<file path="src/rtl/flash_seq.sv">
module flash_seq #(
  parameter int AW        = 19,
  parameter int SECT_BITS = 12,
  parameter int MAX_POLLS = 4096
) (
  input  logic          clk,
  input  logic          rst_n,
  input  logic          req_valid,
  output logic          req_ready,
  input  logic [1:0]    req_op,
  input  logic [AW-1:0] req_addr,
  input  logic [7:0]    req_data,
  output logic          rsp_valid,
  output logic [1:0]    rsp_status,
  output logic [15:0]   rsp_data,
  output logic          bus_valid,
  output logic          bus_write,
  output logic [AW-1:0] bus_addr,
  output logic [7:0]    bus_wdata,
  input  logic          bus_ready,
  input  logic [7:0]    bus_rdata
);
  localparam int PCW = $clog2(MAX_POLLS + 1);
  localparam logic [1:0] OP_PROG = 2'd0, OP_SECT = 2'd1, OP_ID = 2'd3;
  localparam logic [1:0] ST_OK = 2'd0, ST_TMO = 2'd1, ST_BAD = 2'd2;
  localparam logic [AW-1:0] A_HI = AW'(15'h5555);
  localparam logic [AW-1:0] A_LO = AW'(15'h2AAA);

  typedef enum logic [2:0] {IDLE, SEQ, PFIRST, POLL, CONF, VERIFY, FIN} phase_t;

  phase_t        phase;
  logic [1:0]    op;
  logic [AW-1:0] tgt;
  logic [7:0]    wval;
  logic [2:0]    step;
  logic          prev6;
  logic [PCW-1:0] pcnt;
  logic [1:0]    sub;
  logic          vbad;
  logic [7:0]    lo, hi;
  logic [1:0]    status;

  logic          s_wr;
  logic [AW-1:0] s_addr;
  logic [7:0]    s_data;

  wire xfer = bus_valid && bus_ready;
  wire [AW-1:0] sect_addr = {tgt[AW-1:SECT_BITS], {SECT_BITS{1'b0}}};
  wire [AW-1:0] poll_addr = (op == OP_PROG) ? tgt : (op == OP_SECT) ? sect_addr : A_HI;
  wire [2:0] last_step = (op == OP_PROG) ? 3'd3 : 3'd5;

  always_comb begin
    s_wr   = 1'b1;
    s_addr = A_HI;
    s_data = 8'hAA;
    case (step)
      3'd0: ;
      3'd1: begin s_addr = A_LO; s_data = 8'h55; end
      3'd2: s_data = (op == OP_PROG) ? 8'hA0 : (op == OP_ID) ? 8'h90 : 8'h80;
      3'd3:
        if (op == OP_PROG) begin s_addr = tgt; s_data = wval; end
        else if (op == OP_ID) begin s_wr = 1'b0; s_addr = '0; end
      3'd4:
        if (op == OP_ID) begin s_wr = 1'b0; s_addr = AW'(1); end
        else begin s_addr = A_LO; s_data = 8'h55; end
      default:
        if (op == OP_ID) begin s_addr = '0; s_data = 8'hF0; end
        else if (op == OP_SECT) begin s_addr = sect_addr; s_data = 8'h30; end
        else s_data = 8'h10;
    endcase
  end

  assign req_ready  = (phase == IDLE);
  assign rsp_valid  = (phase == FIN);
  assign rsp_status = status;
  assign rsp_data   = {hi, lo};
  assign bus_valid  = (phase != IDLE) && (phase != FIN);
  assign bus_write  = (phase == SEQ) && s_wr;
  assign bus_addr   = (phase == SEQ) ? s_addr : poll_addr;
  assign bus_wdata  = (phase == SEQ) ? s_data : 8'h00;

  always_ff @(posedge clk) begin
    if (!rst_n) begin
      phase  <= IDLE;
      op     <= '0;
      tgt    <= '0;
      wval   <= '0;
      step   <= '0;
      prev6  <= 1'b0;
      pcnt   <= '0;
      sub    <= '0;
      vbad   <= 1'b0;
      lo     <= '0;
      hi     <= '0;
      status <= ST_OK;
    end else begin
      case (phase)
        IDLE:
          if (req_valid) begin
            op     <= req_op;
            tgt    <= req_addr;
            wval   <= req_data;
            step   <= '0;
            status <= ST_OK;
            lo     <= '0;
            hi     <= '0;
            phase  <= SEQ;
          end
        SEQ:
          if (xfer) begin
            if (op == OP_ID && step == 3'd3) lo <= bus_rdata;
            if (op == OP_ID && step == 3'd4) hi <= bus_rdata;
            if (step == last_step) phase <= (op == OP_ID) ? FIN : PFIRST;
            step <= step + 3'd1;
          end
        PFIRST:
          if (xfer) begin
            prev6 <= bus_rdata[6];
            lo    <= bus_rdata;
            pcnt  <= '0;
            phase <= POLL;
          end
        POLL, CONF:
          if (xfer) begin
            lo <= bus_rdata;
            if (bus_rdata[6] != prev6) begin
              prev6 <= bus_rdata[6];
              if (pcnt == PCW'(MAX_POLLS - 1)) begin
                status <= ST_TMO;
                phase  <= FIN;
              end else begin
                pcnt  <= pcnt + 1'b1;
                phase <= POLL;
              end
            end else if (phase == POLL) begin
              sub   <= 2'd0;
              phase <= CONF;
            end else if (sub == 2'd0) begin
              sub <= 2'd1;
            end else if (op == OP_PROG) begin
              sub   <= 2'd0;
              vbad  <= 1'b0;
              phase <= VERIFY;
            end else begin
              phase <= FIN;
            end
          end
        VERIFY:
          if (xfer) begin
            lo <= bus_rdata;
            if (sub == 2'd0) begin
              if (bus_rdata == wval) phase <= FIN;
              else sub <= 2'd1;
            end else if (sub == 2'd1) begin
              vbad <= (bus_rdata != wval);
              sub  <= 2'd2;
            end else begin
              if (vbad && bus_rdata != wval) status <= ST_BAD;
              phase <= FIN;
            end
          end
        default: phase <= IDLE;
      endcase
    end
  end
endmodule

</file>
<file path="config.mk">
export PLATFORM = sky130hd
export DESIGN_NAME = flash_seq
export DESIGN_NICKNAME = d
export VERILOG_FILES = /design/src/rtl/flash_seq.sv
export SDC_FILE = /design/constraint.sdc
export NUM_CORES = 1
export LEC_CHECK = 0
export BUFFER_PORTS_ARGS = -buffer_cell sky130_fd_sc_hd__buf_2
export CORE_ASPECT_RATIO = 0.9
export CORE_UTILIZATION = 30
export CTS_CLUSTER_SIZE = 28
export DETAILED_ROUTE_END_ITERATION = 8
export MAX_ROUTING_LAYER = met4
export PLACE_DENSITY = 0.46
export SLEW_MARGIN = 10
export SYNTH_ARGS = -nofsm -noshare
export SYNTH_HDL_FRONTEND = slang
export SYNTH_SLANG_ARGS = --single-unit
</file>
<file path="constraint.sdc">
create_clock -name clk -period 4.4 [get_ports clk]
set_input_delay 0.22 -clock clk [delete_from_list [all_inputs] [get_ports clk]]
set_output_delay 0.22 -clock clk [all_outputs]
set_load 0.01 [all_outputs]
</file>
==> run metrics, run 1 <==
status completed; crit-path max FO 15; Post-synth top flop dfxtp_1; Tot Pwr 2.75 mW; area share of the largest cell type after synthesis 34.9%; Syn-to-layout area delta 20.7%; met1 Use GR about a quarter; PostCTS Resize Cnt 0; number of synthesized flops with an enable pin 0; hold buffer count at cts 0; Detailed Route Iter0 Violations roughly 190; Final Hold Viols 0; Vias per Instance 5.25; Critical Path RT 4180 ps; Remaining DRCs 0; Wirelength per Cell approximately 15 µm; Top Ports 90; grt ovf 0; P_leak ~1.9 nW; Arr. time, crit path ~2800 ps; R2R setup slack 1830 ps; GPL Wtd Cong 0.876; fin area between 4000 and 5000 µm²; share of cells above drive strength 1 21.1%; Final min period 2990 ps; number of global-route vias before repair 3,883; switching power about 1.1 mW; Die ar. 13,900 µm²; # nets final 645; FP Rows 39; grt met3 use 5.28%; CORE AREA 12,900 µm²; Synth Instances 530; Distinct cells, synth 74; Mapped Avg Cell Area 7.58 µm²; DRT Wirelength approximately 12,000 µm; clk buf depth 2; VDD IR max about 0.00022 V; top post-synthesis cells by area dfxtp_1, a21oi_1, nand2_1, nor2_1, o21ai_0; M2 GR Usage 28.0%; Startpoint Class register; combinational fraction of design power roughly 40%; first-pass GRT wire length 19,400 µm; Worst Path Class, Setup reg2out; RSZ-0062 raised after global routing false; most crowded layer after global routing met2; Clk pwr share 29.4%; sequential area share after synthesis 34.9%; P_int 1.64 mW; Slew headroom 28.5%; IO buf count 89; Clock Latency Late Sink roughly 350 ps; TritonCTS Buffers 9; Final setup viols 0; DP HPWL roughly 8400 µm; postcts setup bufs 0; Starting Density between 30% and 40%; Setup Total Neg Slack 0 ps; Post-synth ARST share 0%; CP Capture Type output port; Yosys warnings 0; largest net degree at the start of global routing 56; Placement Setup Slack between 1500 and 2000 ps; Switching Share 40.6%; post-synth top area cell dfxtp_1; Slew @ Worst Pin 1070 ps; clk root buf clkbuf_16; Fillers 1,398; Worst-path clk slew 60 ps; post-route setup slack 1410 ps; initial antenna violation count 0; Die X around 120 µm; placed instance area 4520 µm²; ANT nets after route 0; Mapped Nets just under 600; Sequential Power Share between 30% and 40%; power per cell area ~570 nW/µm²; fmax between 300 and 400 MHz; DRT Pass-1 Iters 4; cell area after synthesis 4020 µm²; max-cap viol count 0; H-tree levels 3; CTS tree done; Synth Register Bits 70; CTS Sinks 70; Clock Skew 8.55 ps; Global Route Usage Sum 18.5%; Tcrit/Tclk final roughly 68%; Final Max Slew Viols 0; via count 4,027; worst min-delay path class in2reg; # diodes 0; Die Span Y 112 µm
[critical path, stage by stage, from the launching register on]
cell	delay (ps)
dfxtp_1	410
ha_1	280
ha_1	530
inv_1	140
or3_1	360
a21oi_1	390
and2_1	190
buf_2	130
[registers in the layout (all words and copies together) (netlist names)]
signal	cells
rsp_status	2
prev6	1
sub	2
wval	8
phase	3
lo	8
pcnt	13
hi	8
step	3
tgt	19
vbad	1
op	2
[metal layers]
layer / up-vias / part of all wire (%)
met5: - / 0
met4: 0 / 1.6
met3: 15 / 4.5
met2: 94 / 45
met1: 1873 / 49
li1: 2045 / -
[kinds of logic after synthesis]
group                    count (synthesis)  synth area share, %
adder cells (fa/ha/maj)                  6                 1.87
buffers and inverters                   47                 5.23
AND/OR/NAND/NOR                        226                 27.9
multiplexers                             5                 1.25
XOR/XNOR                                10                 2.37
AO/OA/AOI/OAI                          166                 26.5
flip-flops                              70                 34.9
[cells in the mapped netlist (2+ instances only)]
cell type and number:
a21oi_1 77, a21oi_2 2, dfxtp_1 70, o41ai_1 2, nor2_1 43, nor2b_1 5, o21ai_0 20, a31oi_1 8
nand4b_1 3, o21a_1 7, mux2i_1 5, clkbuf_1 20, nand3_1 11, a22oi_1 10, nor3_1 5, buf_2 8
and3_1 3, o31ai_1 6, o31a_1 4, nand2_1 96, o21bai_1 2, buf_4 4, ha_1 6, or3_1 8
a32oi_1 2, a221o_1 2, a21o_1 2, nand2b_1 3, o21ai_1 3, nand4_1 9, or4_1 4, nor4_1 3
a211oi_1 2, nand3b_1 10, inv_1 12, xnor2_1 8, and2_1 8
[power groups by stage]
stage / Clock, mW / Combinational, mW / Sequential [mW]
3_3_place_gp: 0 / 1.10 / 0.857
4_1_cts: 0.834 / 1.11 / 0.847
3_5_place_dp: 0 / 1.11 / 0.860
5_1_grt: 0.865 / 1.22 / 0.864
2_1_floorplan: 0 / 0.823 / 0.793
6_report: 0.809 / 1.10 / 0.848
[worst paths after layout]
check | start | end | cells after the start
worst max register to register | phase[0] | hi[4] | 6
worst max-delay path | step[1] | bus_addr[17] | 7
worst min-delay path | req_data[5] | wval[5] | 3
worst min register to register | lo[1] | lo[1] | 2
[placed cells by master (no fill, tap or decap), types with 3 or more instances in the layout]
| cell type | instances |
|---|---|
| inv_6 | 3 |
| a31oi_1 | 8 |
| nand3_1 | 11 |
| o21ai_1 | 3 |
| nand4b_1 | 3 |
| inv_1 | 12 |
| mux2i_1 | 5 |
| a21oi_1 | 77 |
| nor3_1 | 5 |
| and2_1 | 8 |
| nand2b_1 | 3 |
| o31a_1 | 4 |
| nand3b_1 | 10 |
| o21ai_0 | 20 |
| or4_1 | 4 |
| nand4_1 | 9 |
| o21a_1 | 7 |
| a22oi_1 | 10 |
| nand2_1 | 96 |
| buf_2 | 89 |
| nor2b_1 | 5 |
| and3_1 | 3 |
| or3_1 | 8 |
| xnor2_1 | 8 |
| o31ai_1 | 6 |
| clkbuf_16 | 9 |
| nor2_1 | 43 |
| nor4_1 | 3 |
| dfxtp_1 | 70 |
| ha_1 | 6 |
[cell type report]
type,instances,area (µm²),share of cell area (%)
repair buffers,91,460,9.49
inverters,13,48.8,1.01
flip-flops and latches,70,1400,28.9
clock inverters,7,104,2.14
well taps,164,205,4.23
multi-input cells,413,2400,49.6
clock buffers,9,225,4.64
[stage by stage]
stage	instances	utilization (%)	hold WS, ps
2_1_floorplan	530	-	356
3_3_place_gp	751	35.1	438
3_5_place_dp	751	35.1	444
4_1_cts	767	37.6	94.2
5_1_grt	767	37.6	110
6_report	767	37.6	108
Power figures use the tool's default switching activity.
==> run 2, diff against run 1 <==
PLACE_DENSITY = 0.48   (was 0.46)
clock period = 2.5 ns   (was 4.4 ns; I/O delays follow)
==> run 2 against run 1 <==
Against the previous run: cell count grew 2.2%; combinational power up 96%; cell area is 3.9% higher; power increased by 81%; clock power is 74% higher; non-clock buffer count is 18 higher; largest power group unchanged; sequential power grew 69%; sequential share of layout area down 0.98 points.
==> run metrics, run 2 (synthesized netlist as in run 1, its figures left out) <==
Largest register FFs 19; Remaining DRCs 0; Final Hold Viols 0; IO buf count 89; Starting Density 31.2%; Worst Path Class, Setup reg2out; placed instance area about 4600 µm²; via count 4,127; number of global-route vias before repair 3,857; grt ovf 0; commonest cells after routing, fill and taps aside nand2_1, buf_2, a21oi_1; clk root buf clkbuf_16; Hold Crit Depth 3; Slew @ Worst Pin around 560 ps; Final setup viols 0; CTS tree done; RSZ-0062 raised after global routing false; Tcrit/Tclk final 95.0%; max-cap viol count 0; status completed; power per cell area 991 nW/µm²; fmax 421 MHz; largest net degree at the start of global routing 32; crit-path max FO 6; Worst-path clk slew approximately 60 ps; ANT nets after route 0; first-pass GRT wire length 19,600 µm; CTS Sinks 70; Fillers 1,373; Critical Path Max Stage Delay 510 ps; share of cells above drive strength 1 approximately a quarter; Final Max Slew Viols 0; DRT Pass-1 Iters 5; CP Capture Type output port; post-route setup slack 125 ps; CORE AREA between 10,000 and 15,000 µm²; Final min period about 2400 ps; largest registers tgt: 19 flops, pcnt: 13 flops; Detailed Route Iter0 Violations 251; worst min-delay path class in2reg; Clock Latency Late Sink approximately 340 ps; VDD IR max slightly below 0.0004 V; # nets final approximately 660; fin area ~5000 µm²; clk buf depth 2; Tot Pwr 4.99 mW; Die X 124 µm; Wirelength per Cell 15.4 µm; Arr. time, crit path 2250 ps; FF-to-FF path depth 6; DP HPWL 8780 µm; GPL Wtd Cong 0.895; critical-path cell list inv_1 > ha_1 > or4b_4 > o21ai_4 > a21oi_2 > a21oi_4 > and2_1 > buf_2; Clock Skew 4.57 ps; FP Rows 39; DRT Wirelength 12,100 µm; Global Route Usage Sum 18.7%; Top Ports 90; Startpoint Class register; Die ar. 13,900 µm²; Slowest-stage cell, CP or4b_4; # diodes 0; commonest non-fill, non-tap cell in the layout nand2_1; final core occ 39.1%; H-tree levels 3; Slew headroom 62.3%; Top reg by flops tgt; Setup Total Neg Slack 0 ps; initial antenna violation count 0; Vias per Instance between 5 and 6; Critical Path RT between 2000 and 2500 ps; TritonCTS Buffers 9; Die Span Y 112 µm; P_leak 1.97 nW; Syn-to-layout area delta 25.4%; Placement Setup Slack -61.4 ps
run 2: layer usage:
| metal | track usage [%] | wire length [µm] | vias to the layer above | part of all wire (%) |
|---|---|---|---|---|
| met5 | - | 0 | - | 0 |
| met4 | 5.08 | 133 | 0 | 1.1 |
| met3 | 4.82 | 687 | 10 | 5.7 |
| met2 | 26.9 | 5370 | 124 | 44 |
| met1 | 25.7 | 5910 | 1928 | 49 |
| li1 | - | - | 2065 | - |
run 2: worst max-delay path, delay by kind of cell (launching register included):
family	cells	cell delay, ps
adder cells (fa/ha/maj)	1	210
AO/OA/AOI/OAI	3	460
AND/OR/NAND/NOR	2	690
buffers and inverters	2	180
flip-flops	1	370
run 2: final timing paths:
check | from | end | slack (ps)
worst min register to register | lo[5] | lo[5] | 450
worst max-delay path | step[1] | bus_addr[17] | 130
worst max register to register | phase[2] | pcnt[11] | 370
worst min-delay path | req_addr[2] | tgt[2] | 20
run 2: through the flow:
| stage | instances | hold WS [ps] |
|---|---|---|
| after floorplan | 530 | 261 |
| after global placement | 768 | 365 |
| after detailed placement | 768 | 373 |
| after CTS | 783 | 6.07 |
| after global routing | 784 | 15.8 |
| final | 784 | 15.4 |
run 2: timing repair:
item                                   CTS  global route
hold buffers                             0             0
setup endpoints to repair               18            19
pin swaps                                1             2
endpoints found under the hold margin    0             0
resized for setup                        6            10
buffers inserted                         0             1
run 2: layout make-up:
| class | instances | area, µm² | share of cell area [%] |
|---|---|---|---|
| clock buffers | 10 | 239 | 4.74 |
| clock inverters | 5 | 83.8 | 1.66 |
| inverters | 13 | 48.8 | 0.969 |
| well taps | 164 | 205 | 4.07 |
| flip-flops and latches | 70 | 1410 | 27.9 |
| repair buffers | 109 | 596 | 11.8 |
| multi-input cells | 413 | 2460 | 48.8 |
run 2: power by group:
group	switching [mW]	internal [mW]
sequential	0.154	1.27
combinational	1.31	0.849
clock	0.513	0.897
total	1.97	3.02
==> run 3, diff against run 2 <==
REMOVE_ABC_BUFFERS = 1   (was default)
==> run 3 against run 2 <==
Against the previous run: maximum frequency grew 0.75%; critical path depth rose by 1; register-to-register slack worse by 30 ps; first-iteration DRC count down 9.2%; global-route usage is 0.14 points higher; cell area rose by 1.3%; clock skew rose by 3.3 ps; critical endpoint is now bus_addr[12]; utilization rose by 0.52 points.
==> run metrics, run 3 (synthesized netlist as in run 1, its figures left out) <==
status completed; grt ovf 0; Switching Share between 40 and 50%; final core occ 39.6%; IO buf count 89; Setup Total Neg Slack 0 ps; commonest cells after routing, fill and taps aside nand2_1, buf_2, a21oi_1; GPL Wtd Cong approximately 0.87; share of cells above drive strength 1 26.3%; Final min period roughly 2400 ps; DRT Wirelength 12,100 µm; Syn-to-layout area delta 27.1%; power per cell area 963 nW/µm²; Largest register FFs 19; largest registers tgt: 19 flops, pcnt: 13 flops; Arr. time, crit path 2230 ps; CTS tree done; met3 wire length slightly below 600 µm; # nets final 670; largest net degree at the start of global routing 31; Starting Density 31.2%; DP HPWL 8690 µm; register area 1410 µm²; FP Rows 39; max-cap viol count 0; initial antenna violation count 0; ANT nets after route 0; Die Span Y 112 µm; Die ar. 13,900 µm²; Tcrit/Tclk final 94.3%; placed instance area 4690 µm²; DRT Pass-1 Iters 4; RSZ-0062 raised after global routing false; crit-path max FO 6; first-pass GRT wire length approximately 20,000 µm; Tot Pwr approximately 4.9 mW; Slew headroom between 60 and 70%; Worst-path clk slew around 60 ps; combinational fraction of design power 43.6%; CP bufs+invs 3; H-tree levels 3; Clk pwr share 27.2%; Fillers between 1,000 and 1,500; Worst Path Class, Setup reg2out; hold buffer count at cts 0; Detailed Route Iter0 Violations 228; via count 4,203; # diodes 0; M1 wire length 5840 µm; Top Ports 90; worst min-delay path class in2reg; Critical Path RT 2380 ps; TritonCTS Buffers 9; Slew @ Worst Pin ~570 ps; Remaining DRCs 0; Clock Latency Late Sink 340 ps; Final Max Slew Viols 0; Sequential Power Share 29.2%; Global Route Usage Sum 18.9%; critical-path cell list inv_2 > ha_4 > nor2_1 > o31a_1 > buf_4 > a31oi_2 > o21ai_0 > a221o_1 > buf_2; Vias per Instance 5.31; clk root buf clkbuf_16; Top reg by flops tgt; commonest non-fill, non-tap cell in the layout nand2_1; Top delay family on crit path compound AO/OA/AOI/OAI gates; Final Hold Viols 0; CP Capture Type output port; P_leak ~2 nW; Final setup viols 0; Critical Path Max Stage Delay 370 ps; CTS Sinks 70; Slowest-stage cell, CP dfxtp_4; fmax 424 MHz; number of global-route vias before repair 4,051; Die X approximately 120 µm; Clock Skew 7.85 ps; CORE AREA ~13,000 µm²; VDD IR max 0.000419 V; max layer used met4; multi-input logic area 2490 µm²; Startpoint Class register; met2 WL post-DR 5560 µm; fin area 5100 µm²; clk buf depth 2; hold_ws 16.8 ps; Wirelength per Cell approximately 15 µm; switching power slightly below 2 mW; P_int 2.94 mW
==> run 3: cell count changes in the layout (fill, tap and decap cells not counted), sizes merged <==
cell      change
clkbuf        +1
clkinvlp      -2
buf           +7
inv           +2
bufinv        -1
clkinv        +1
==> run 3: final cells by class <==
class | count | share of cell area (%)
Multi-Input combinational cell | 413 | 48.7
Sequential cell | 70 | 27.6
Timing Repair Buffer | 116 | 12.7
Inverter | 13 | 0.956
Clock inverter | 5 | 1.27
Clock buffer | 11 | 4.75
Tap cell | 164 | 4.02
==> run 3: routing by layer <==
| layer | vias up | track usage, % |
|---|---|---|
| met1 | 1988 | 25.0 |
| met5 | - | - |
| li1 | 2096 | - |
| met4 | 0 | 4.52 |
| met3 | 6 | 4.87 |
| met2 | 113 | 28.4 |
==> run 3: path summary, 6_finish.rpt <==
path	from	end	slack, ps	cells past startpoint
min reg2reg	tgt[15]	tgt[15]	450	2
max	step[1]	bus_addr[12]	140	9
min	req_addr[18]	tgt[18]	20	3
max reg2reg	pcnt[0]	pcnt[11]	340	7
==> run 3: timing repair <==
action / in CTS / in global routing
gates resized for setup: 5 / 17
buffers inserted: 2 / 0
setup endpoints to repair: 18 / 19
pin swaps: 1 / 4
==> run 3: worst register-to-register path, stage by stage (launching register included) <==
cell,delay [ps]
dfxtp_1,410
ha_1,270
nand4b_1,200
or3_4,410
o221ai_4,410
buf_4,220
o31ai_1,70
a21oi_1,120
==> run 3: power by group through the flow <==
stage | Sequential (mW) | Clock, mW | Combinational [mW]
floorplan | 1.47 | 0 | 1.26
global placement | 1.45 | 0 | 2.09
detailed placement | 1.45 | 0 | 2.11
CTS | 1.43 | 1.38 | 2.13
global route | 1.47 | 1.43 | 2.38
finish | 1.44 | 1.34 | 2.14
==> run 3: per-stage QoR <==
step	instances	worst slack, ps
2_1_floorplan	496	19.0
3_3_place_gp	774	186
3_5_place_dp	774	54.3
4_1_cts	792	-10.4
5_1_grt	792	8.59
6_report	792	143
